### config.mk
export PLATFORM = sky130hd
export DESIGN_NAME = tdm_serializer
export DESIGN_NICKNAME = d
export VERILOG_FILES = /design/src/rtl/tdm_ser_pkg.sv /design/src/rtl/tdm_cfg_hold.sv /design/src/rtl/tdm_frame_timer.sv /design/src/rtl/tdm_slot_feeder.sv /design/src/rtl/tdm_serializer.sv
export SDC_FILE = /design/constraint.sdc
export NUM_CORES = 1
export LEC_CHECK = 0
export ABC_AREA = 1
export BUFFER_PORTS_ARGS = -buffer_cell sky130_fd_sc_hd__buf_4
export CAP_MARGIN = 0
export CORE_MARGIN = 5
export CORE_UTILIZATION = 34
export CTS_CLUSTER_DIAMETER = 30
export DETAILED_ROUTE_END_ITERATION = 10
export HOLD_SLACK_MARGIN = 0.08
export REMOVE_ABC_BUFFERS = 1
export SLEW_MARGIN = 20
export SYNTH_ARGS = -nofsm -noshare
export SYNTH_HDL_FRONTEND = slang
export SYNTH_SLANG_ARGS = --single-unit
export TNS_END_PERCENT = 5
### constraint.sdc
create_clock -name clk -period 3.6 [get_ports clk]
set_input_delay 0.18 -clock clk [delete_from_list [all_inputs] [get_ports clk]]
set_output_delay 0.18 -clock clk [all_outputs]
set_load 0.02 [all_outputs]
### src/rtl/tdm_ser_pkg.sv
package tdm_ser_pkg;

    parameter int WORD_W     = 32;
    parameter int SLOT_MAX   = 16;
    parameter int FRAME_W    = 9;
    localparam int BIT_W      = $clog2(WORD_W);
    localparam int LEN_W      = BIT_W + 1;
    localparam int SLOT_IDX_W = $clog2(SLOT_MAX);
    localparam int SLOT_CNT_W = SLOT_IDX_W + 1;

    typedef struct packed {
        logic [FRAME_W-1:0]    frame_last;
        logic [FRAME_W-1:0]    sync_last;
        logic                  sync_early;
        logic                  sync_high;
        logic                  launch_fall;
        logic [SLOT_IDX_W-1:0] slot_last;
        logic [1:0]            slot_code;
        logic [SLOT_MAX-1:0]   slot_mask;
        logic [BIT_W-1:0]      first_off;
        logic [2:0]            size_code;
        logic                  mono;
    } tdm_cfg_t;

    // Sample width in bits for a size code; 0 marks an illegal code.
    function automatic logic [LEN_W-1:0] data_bits(input logic [2:0] code);
        case (code)
            3'd2:    return LEN_W'(8);
            3'd3:    return LEN_W'(10);
            3'd4:    return LEN_W'(16);
            3'd5:    return LEN_W'(20);
            3'd6:    return LEN_W'(24);
            3'd7:    return LEN_W'(32);
            default: return '0;
        endcase
    endfunction

    // Slot width in bits; 0 marks an illegal code.
    function automatic logic [LEN_W-1:0] slot_bits(input logic [1:0] code,
                                                   input logic [LEN_W-1:0] ds);
        case (code)
            2'd0:    return ds;
            2'd1:    return LEN_W'(16);
            2'd2:    return LEN_W'(32);
            default: return '0;
        endcase
    endfunction

endpackage

### src/rtl/tdm_cfg_hold.sv
module tdm_cfg_hold
    import tdm_ser_pkg::*;
(
    input  logic     clk,
    input  logic     rst,
    input  logic     hold,
    input  tdm_cfg_t cfg_in,
    output tdm_cfg_t cfg_q
);

    always_ff @(posedge clk) begin
        if (rst) begin
            cfg_q           <= '0;
            cfg_q.sync_high <= 1'b1;
        end else if (!hold) begin
            cfg_q <= cfg_in;
        end
    end

endmodule

### src/rtl/tdm_frame_timer.sv
module tdm_frame_timer
    import tdm_ser_pkg::*;
(
    input  logic                  clk,
    input  logic                  rst,
    input  logic                  enable,
    input  logic                  rise_tick,
    input  logic                  fall_tick,
    input  logic                  cfg_ok,
    input  logic [FRAME_W-1:0]    frame_last,
    input  logic [FRAME_W-1:0]    sync_last,
    input  logic                  sync_early,
    input  logic                  sync_high,
    input  logic                  launch_fall,
    input  logic [LEN_W-1:0]      slot_w,
    output logic                  tick,
    output logic                  act,
    output logic                  running,
    output logic                  lead,
    output logic [SLOT_CNT_W-1:0] slot,
    output logic [BIT_W-1:0]      bis,
    output logic                  fs_pin
);

    logic [FRAME_W-1:0] bitpos;
    logic               start;
    logic               last_pos;
    logic               fs_now;
    logic               fs_act;

    always_comb begin
        tick     = launch_fall ? fall_tick : rise_tick;
        start    = !running && enable && cfg_ok && tick;
        act      = tick && (running || start);
        last_pos = (bitpos == frame_last);
        if (sync_early)
            fs_now = (last_pos && (lead || enable)) || (!lead && (bitpos < sync_last));
        else
            fs_now = (bitpos <= sync_last);
    end

    always_ff @(posedge clk) begin
        if (rst) begin
            running <= 1'b0;
            lead    <= 1'b0;
            bitpos  <= '0;
            slot    <= '0;
            bis     <= '0;
            fs_act  <= 1'b0;
        end else begin
            if (act)
                fs_act <= fs_now;
            else if (tick)
                fs_act <= 1'b0;

            if (act) begin
                if (last_pos) begin
                    bis  <= '0;
                    slot <= '0;
                    if (!lead && !enable) begin
                        running <= 1'b0;
                        lead    <= sync_early;
                        bitpos  <= sync_early ? frame_last : '0;
                    end else begin
                        running <= 1'b1;
                        lead    <= 1'b0;
                        bitpos  <= '0;
                    end
                end else begin
                    running <= 1'b1;
                    bitpos  <= bitpos + FRAME_W'(1);
                    if ({1'b0, bis} == slot_w - LEN_W'(1)) begin
                        bis <= '0;
                        if (slot != SLOT_CNT_W'(SLOT_MAX))
                            slot <= slot + SLOT_CNT_W'(1);
                    end else begin
                        bis <= bis + BIT_W'(1);
                    end
                end
            end else if (!running) begin
                lead   <= sync_early;
                bitpos <= sync_early ? frame_last : '0;
                slot   <= '0;
                bis    <= '0;
            end
        end
    end

    assign fs_pin = sync_high ? fs_act : !fs_act;

endmodule

### src/rtl/tdm_slot_feeder.sv
module tdm_slot_feeder
    import tdm_ser_pkg::*;
(
    input  logic                  clk,
    input  logic                  rst,
    input  logic                  tick,
    input  logic                  act,
    input  logic                  lead,
    input  logic [SLOT_CNT_W-1:0] slot,
    input  logic [BIT_W-1:0]      bis,
    input  logic [SLOT_IDX_W-1:0] slot_last,
    input  logic [SLOT_MAX-1:0]   slot_mask,
    input  logic [BIT_W-1:0]      first_off,
    input  logic [LEN_W-1:0]      ds,
    input  logic                  mono,
    input  logic [WORD_W-1:0]     word_data,
    input  logic                  word_valid,
    output logic                  word_ready,
    output logic                  ser_data,
    output logic                  underrun
);

    logic [WORD_W-1:0] word_q;
    logic [WORD_W-1:0] fresh;
    logic [WORD_W-1:0] cur;
    logic              slot_on;
    logic              first;
    logic              reuse;
    logic              want;
    logic              inwin;
    logic [LEN_W-1:0]  rel;
    logic [LEN_W-1:0]  idx;
    logic              bit_now;

    always_comb begin
        slot_on = !lead && (slot <= {1'b0, slot_last}) && slot_mask[slot[SLOT_IDX_W-1:0]];
        first   = slot_on && (bis == '0);
        reuse   = mono && (slot_last == SLOT_IDX_W'(1)) && (slot == SLOT_CNT_W'(1));
        want    = act && first && !reuse;
        fresh   = word_valid ? word_data : '0;
        cur     = (first && !reuse) ? fresh : word_q;
        rel     = {1'b0, bis} - {1'b0, first_off};
        inwin   = (bis >= first_off) && (rel < ds);
        idx     = ds - LEN_W'(1) - rel;
        bit_now = slot_on && inwin && cur[idx[BIT_W-1:0]];
    end

    assign word_ready = want;

    always_ff @(posedge clk) begin
        if (rst) begin
            word_q   <= '0;
            ser_data <= 1'b0;
            underrun <= 1'b0;
        end else begin
            if (want)
                word_q <= fresh;
            underrun <= want && !word_valid;
            if (act)
                ser_data <= bit_now;
            else if (tick)
                ser_data <= 1'b0;
        end
    end

endmodule

### src/rtl/tdm_serializer.sv
module tdm_serializer
    import tdm_ser_pkg::*;
(
    input  logic                  clk,
    input  logic                  rst,
    input  logic                  enable,
    input  logic                  rise_tick,
    input  logic                  fall_tick,
    input  logic [FRAME_W-1:0]    cfg_frame_last,
    input  logic [FRAME_W-1:0]    cfg_sync_last,
    input  logic                  cfg_sync_early,
    input  logic                  cfg_sync_high,
    input  logic                  cfg_launch_fall,
    input  logic [SLOT_IDX_W-1:0] cfg_slot_last,
    input  logic [1:0]            cfg_slot_code,
    input  logic [SLOT_MAX-1:0]   cfg_slot_mask,
    input  logic [BIT_W-1:0]      cfg_first_off,
    input  logic [2:0]            cfg_size_code,
    input  logic                  cfg_mono,
    input  logic [WORD_W-1:0]     word_data,
    input  logic                  word_valid,
    output logic                  word_ready,
    output logic                  ser_data,
    output logic                  frame_sync,
    output logic                  underrun,
    output logic                  cfg_bad
);

    tdm_cfg_t              cfg_live;
    tdm_cfg_t              cfg;
    logic [LEN_W-1:0]      ds;
    logic [LEN_W-1:0]      sw;
    logic                  ok;
    logic                  tick;
    logic                  act;
    logic                  running;
    logic                  lead;
    logic [SLOT_CNT_W-1:0] slot;
    logic [BIT_W-1:0]      bis;

    always_comb begin
        cfg_live.frame_last  = cfg_frame_last;
        cfg_live.sync_last   = cfg_sync_last;
        cfg_live.sync_early  = cfg_sync_early;
        cfg_live.sync_high   = cfg_sync_high;
        cfg_live.launch_fall = cfg_launch_fall;
        cfg_live.slot_last   = cfg_slot_last;
        cfg_live.slot_code   = cfg_slot_code;
        cfg_live.slot_mask   = cfg_slot_mask;
        cfg_live.first_off   = cfg_first_off;
        cfg_live.size_code   = cfg_size_code;
        cfg_live.mono        = cfg_mono;
        ds = data_bits(cfg.size_code);
        sw = slot_bits(cfg.slot_code, ds);
        ok = (ds != '0) && (sw != '0) && (ds <= sw);
    end

    assign cfg_bad = !ok;

    tdm_cfg_hold u_hold (
        .clk    (clk),
        .rst    (rst),
        .hold   (running),
        .cfg_in (cfg_live),
        .cfg_q  (cfg)
    );

    tdm_frame_timer u_timer (
        .clk         (clk),
        .rst         (rst),
        .enable      (enable),
        .rise_tick   (rise_tick),
        .fall_tick   (fall_tick),
        .cfg_ok      (ok),
        .frame_last  (cfg.frame_last),
        .sync_last   (cfg.sync_last),
        .sync_early  (cfg.sync_early),
        .sync_high   (cfg.sync_high),
        .launch_fall (cfg.launch_fall),
        .slot_w      (sw),
        .tick        (tick),
        .act         (act),
        .running     (running),
        .lead        (lead),
        .slot        (slot),
        .bis         (bis),
        .fs_pin      (frame_sync)
    );

    tdm_slot_feeder u_feed (
        .clk        (clk),
        .rst        (rst),
        .tick       (tick),
        .act        (act),
        .lead       (lead),
        .slot       (slot),
        .bis        (bis),
        .slot_last  (cfg.slot_last),
        .slot_mask  (cfg.slot_mask),
        .first_off  (cfg.first_off),
        .ds         (ds),
        .mono       (cfg.mono),
        .word_data  (word_data),
        .word_valid (word_valid),
        .word_ready (word_ready),
        .ser_data   (ser_data),
        .underrun   (underrun)
    );

endmodule

Word level (Yosys, flattened, before mapping)
Cells that the tools add are included.

Flip-flop bits (word level): 108. Output and inout port bits: 5. Input port bits: 90. Logic and storage cells: 123.

Equal/unequal tests: 17. $add $sub $neg: 7. Mux-type cells: 33. Reductions and logical operators: 38. $lt $le $gt $ge: 8.

Operators with widths (count): $mux W32 (2); $mux W9 (5); $mux W5 (8); $pmux W6 S6 (1); $logic_and A1 B1 Y1 (21); $pmux W6 S3 (1); $mux W1 (14); $eq A3 B3 Y1 const B (4); $reduce_bool A6 Y1 (2); $add A5 B1 Y5 const B (2); $add A9 B1 Y9 const B (1); $eq A9 B9 Y1 (1); $le A9 B9 Y1 (1); $lt A9 B9 Y1 (1); $logic_not A1 Y1 (7); $eq A3 B2 Y1 const B (2); $eq A5 B6 Y1 (1); $le A6 B6 Y1 (1); $lt A5 B6 Y1 const B (1); $lt A6 B6 Y1 (1); $ne A3 B3 Y1 const B (2); $sub A5 B5 Y6 (1); $sub A6 B1 Y6 const B (1); $bmux W1 S5 (1); 19 further kinds (21).

Depth between registers and ports, before layout
Depth after elaboration: 13. Depth in mapped cells: 20. Depth with buffers taken out: 17.

Hierarchy
From an unflattened synthesis, not the netlist that was laid out.

Cell total of the unflattened synthesis: 1155. Area, all modules: 7360.8 sq um.

Modules (own cells, without submodules): tdm_slot_feeder (cells an instance 469, area each 2947.8 sq um, seq. area each 680.7 sq um, instances 1); tdm_cfg_hold (cells an instance 329, area each 2150.8 sq um, seq. area each 1041.0 sq um, instances 1); tdm_frame_timer (cells an instance 310, area each 1994.4 sq um, seq. area each 440.4 sq um, instances 1); tdm_serializer (cells an instance 47, area each 267.8 sq um, seq. area each 0.0 sq um, instances 1).

Least setup slack after synthesis
No wires, ideal clock.

Path type: register to register. Start: register u_timer.bis[0]. End: register u_feed.ser_data. Library setup time: 71 ps. Cell stages (with the launch flop): 17. Clock period less this slack: 2601 ps. Slack: 999 ps. Arrival: 2530 ps. Path buffers: 0. Data required time: 3529 ps. Cells stage by stage: dfxtp_1 > inv_1 > ha_1 > fa_1 > inv_1 > a21oi_1 > nor2_1 > nor2_1 > xor2_1 > ha_1 > nand2_1 > nor3_1 > a2111oi_0 > o211ai_1 > nor2_1 > nand3_1 > a21oi_1.

Word-level cells in the longest chain between the ends: 8. Elaborated cells on any way between the ends: 14. Those cells by class: add/sub (2); order compare (2); mux (4); reduce/logical (6).

RTL lines: from (decl) (RTL line tdm_frame_timer.sv:21) `output logic [BIT_W-1:0] bis,`; from (signal assigned) (RTL line tdm_frame_timer.sv:77) `bis <= bis + BIT_W'(1);`; parallel branches: the longest is 6 deep, another holds $sub A5 B5 Y6; $logic_and A1 B1 Y1 * (RTL line tdm_slot_feeder.sv:45) `bit_now = slot_on && inwin && cur[idx[BIT_W-1:0]];`; $mux W1 * (RTL line tdm_slot_feeder.sv:59) `if (act)`; to (signal assigned) (RTL line tdm_slot_feeder.sv:60) `ser_data <= bit_now;`; to (decl) (RTL line tdm_slot_feeder.sv:19) `output logic ser_data,`.

Mark *: on every way between the ends. The select of a mux whose other input is x is not followed. A chain may end at the register's enable or synchronous reset.

Worst setup path in the final report
Start: register u_timer.slot[0]. End: output word_ready.

Word-level cells in the longest chain between the ends: 6. Elaborated cells on any way between the ends: 11. Those cells by class: order compare (1); eq/ne (1); mux (2); reduce/logical (7).

RTL lines: from (decl) (RTL line tdm_frame_timer.sv:20) `output logic [SLOT_CNT_W-1:0] slot,`; from (signal assigned) (RTL line tdm_frame_timer.sv:75) `slot <= slot + SLOT_CNT_W'(1);`; $bmux W1 S4 / $le A5 B4 Y1 (equally long branches) (RTL line tdm_slot_feeder.sv:36) `slot_on = !lead && (slot <= {1'b0, slot_last}) && slot_mask[slot[SLOT_IDX_W-1:0]];`; $mux W1 (implied by the code) / $logic_and A1 B1 Y1 (equally long branches) (RTL line tdm_slot_feeder.sv:36); $logic_and A1 B1 Y1 (RTL line tdm_slot_feeder.sv:36); $logic_and A1 B1 Y1 (RTL line tdm_slot_feeder.sv:37) `first = slot_on && (bis == '0);`; $logic_and A1 B1 Y1 (RTL line tdm_slot_feeder.sv:39) `want = act && first && !reuse;`; $logic_and A1 B1 Y1 * (RTL line tdm_slot_feeder.sv:39); to (decl) (RTL line tdm_serializer.sv:22) `output logic word_ready,`.

Mark *: on every way between the ends. The rest lies on a longest branch, timed or not. The select of a mux whose other input is x is not followed.

==> flow_summary.toml <==
[yosys]
yosys_register_bits = 108
synth_top_cell_area_share_pct = 33.2
yosys.cell_count.top_type = "nand2_1"
yosysTopAreaCell = "dfxtp_1"
synth-edff-count = 0
yosysSeqAreaShare_pct = 33.2
synthesis.area_um2 = 6520
ys.flop_type = "dfxtp_1"
ys_warn_count = 0
async_reset_ff_share_pct = 0
synthTopCellsByCount = "nand2_1 (143), nor2_1 (112), dfxtp_1 (108), inv_1 (96), nand3_1 (87)"
syn_area_per_cell_um2 = 7.15
yosysUniqueCellTypes = 51
synthTopCellsByArea = "dfxtp_1 (33%), nand2_1 (8.2%), ha_1 (6.7%), nand3_1 (6.7%), nor2_1 (6.5%)"
synth_cells = 912

[critical_path]
arrival_ns = 3.10
start_kind = "flip-flop"
worstSetupPathType = "flip-flop to output port"
required_ns = 3.42
cp_max_fo = 28
endpoint_kind = "output port"

[clocking]
cts_resized = 0
clk_pin_slew_worst_paths_ns = 0.08
cts.sinks = 108
cts_tree = "built"
cts_buffers = 9
clock_path_buffers = 2
htreeDepth = 3
cts_root_buffer = "clkbuf_16"
clock_latency_ns = 0.36

[die]
num_io_pins = 95
core-area_um2 = 18800
rows = 50
initial_utilization_pct = 34.7
fp.dieH_um = 148
die_x_um = 148
die_area_um2 = 22000

[timing]
slew_viol_final = 0
fin_crit_sh_pct = 91.1
period_minus_slack_ns = 3.28
fin_worst_skew_ns = 0.00995
finalSetupViolations = 0
tns_ns = 0
grt_setup_unrepaired = "no"
worst_pin_slew_ns = 0.831
final_hold_viol_count = 0
slew_headroom_pct = 44.6
timing.fmax_mhz = 305

[global_route]
antenna_found_initial = 0
grt_pass1_vias = 5903
grt_pass1_wl_mm = 27.8
grt_max_degree = 73
overflow = 0
grt_usage_pct = 15.1

[pwr]
p_leak_nw = 3.59
ir_drop_uv = 230
p_per_area_nw_per_um2 = 444

[finish]
layout-drive-gt1-share_pct = 16.2
syn_to_final_growth_pct = 21.6
nNetsFinal = 1135
antenna_cells = 0
utilization_pct = 42.2

[route]
via_count = 6207
vias_per_cell = 4.98
detail_route.first_pass.iterations = 5
wirelength_mm = 16.8
drtIter0Drc = 374
drc = 0
ant_nets = 0
wl_per_cell_um = 13.5

[flow_run]
cap_violations = 0

[place]
io_buffers = 94
post-dp-hpwl_mm = 11.9
place_congestion = 0.816

[min_path]
hold_class = "primary input to flip-flop"

[run_status]
status = "finished, final reports clean"
==> metrics by stage <==
step                cells  power [mW]  worst slack (ns)  instance area [um2]  hold slack (ns)
floorplan             862        2.21            -0.510                 6260            0.249
global placement     1199        2.55             0.503                 7330            0.387
detailed placement   1199        2.57             0.422                 7330            0.389
CTS                  1245        3.55             0.122                 7920           0.0800
global route         1246        3.77            0.0646                 7930           0.0946
finish               1246        3.52             0.321                 7930           0.0773
==> repair_timing <==
item                       CTS  global route
hold buffers                31             0
setup endpoints to repair    0             1
hold endpoints to repair    31             0
setup buffers                0             0
==> flip-flops by register name, indices dropped and copies added (netlist names) <==
signal / count
u_hold.cfg_q: 52
u_feed.word_q: 32
u_timer.bitpos: 9
u_timer.bis: 5
u_timer.slot: 5
u_feed.ser_data: 1
u_feed.underrun: 1
u_timer.fs_act: 1
u_timer.lead: 1
u_timer.running: 1
==> routing by layer <==
metal / wire, um / track usage, % / vias up
met5: 0 / 0 / -
met4: 255 / 3.70 / 0
met3: 879 / 3.14 / 20
met2: 7770 / 25.9 / 141
met1: 7870 / 19.4 / 2797
li1: - / - / 3249
==> where the power goes <==
part           switching (mW)  leakage (nW)  internal [mW]
Combinational           0.740          2.57          0.452
Clock                   0.473         0.130          0.473
Sequential             0.0783         0.887           1.30
Total                    1.29          3.59           2.23
==> layout make-up <==
type / instances / area, um2
Fill cell: 1957 / 10800
Multi-Input combinational cell: 653 / 3730
Sequential cell: 108 / 2160
Timing Repair Buffer: 134 / 1080
Inverter: 102 / 385
Tap cell: 234 / 293
Clock buffer: 9 / 225
Clock inverter: 6 / 48.8
==> logic make-up (layout without fill, tap and decap cells) <==
group                    Yosys count  count (layout)  synth area share [%]
AND/OR/NAND/NOR                  406             407                  28.1
AO/OA/AOI/OAI                    186             186                  18.5
buffers and inverters            152             251                  9.81
flip-flops                       108             108                  33.2
adder cells (fa/ha/maj)           37              37                  7.33
XOR/XNOR                          23              23                  3.09
==> placed cells by master, fill, tap and decap left out, drive strengths merged, types with 2 or more instances in the layout <==
cell and instances:
o31ai 2, a21o 2, buf 103, dlygate4sd3 31
inv 102, a211oi 29, o21ai 80, nand3 91
o21bai 2, xnor2 7, clkinvlp 2, nor2 115
nor4 3, a31oi 4, or2 6, clkinv 4
dfxtp 108, a21oi 54, nand2 146, o211ai 7
ha 35, fa 2, nand4 31, clkbuf 9
xor2 16, nor3 11
==> critical path: stages (launching register included) <==
cell     delay, ns
dfxtp_1       0.58
inv_4         0.14
ha_1          0.31
nand4_1       0.07
nor2_1        0.09
a21oi_1       0.11
nor2_8        0.39
nand3_4       0.28
nor2_4        0.18
buf_4         0.34
buf_4         0.21
==> path summary, 6_finish.rpt <==
| path | from | end | slack [ns] | depth (start not counted) |
|---|---|---|---|---|
| worst max register to register | u_timer.slot[0]$_SDFFE_PP0P_ | u_feed.ser_data$_SDFFE_PP0P_ | 0.56 | 15 |
| worst min register to register | u_feed.word_q[20]$_SDFFE_PP0P_ | u_feed.word_q[20]$_SDFFE_PP0P_ | 0.47 | 2 |
| worst max-delay path | u_timer.slot[0]$_SDFFE_PP0P_ | word_ready | 0.32 | 10 |
| worst min-delay path | cfg_slot_mask[1] | u_hold.cfg_q[10]$_SDFFE_PP0N_ | 0.08 | 3 |
No activity file was read; power rests on OpenSTA's default activity.
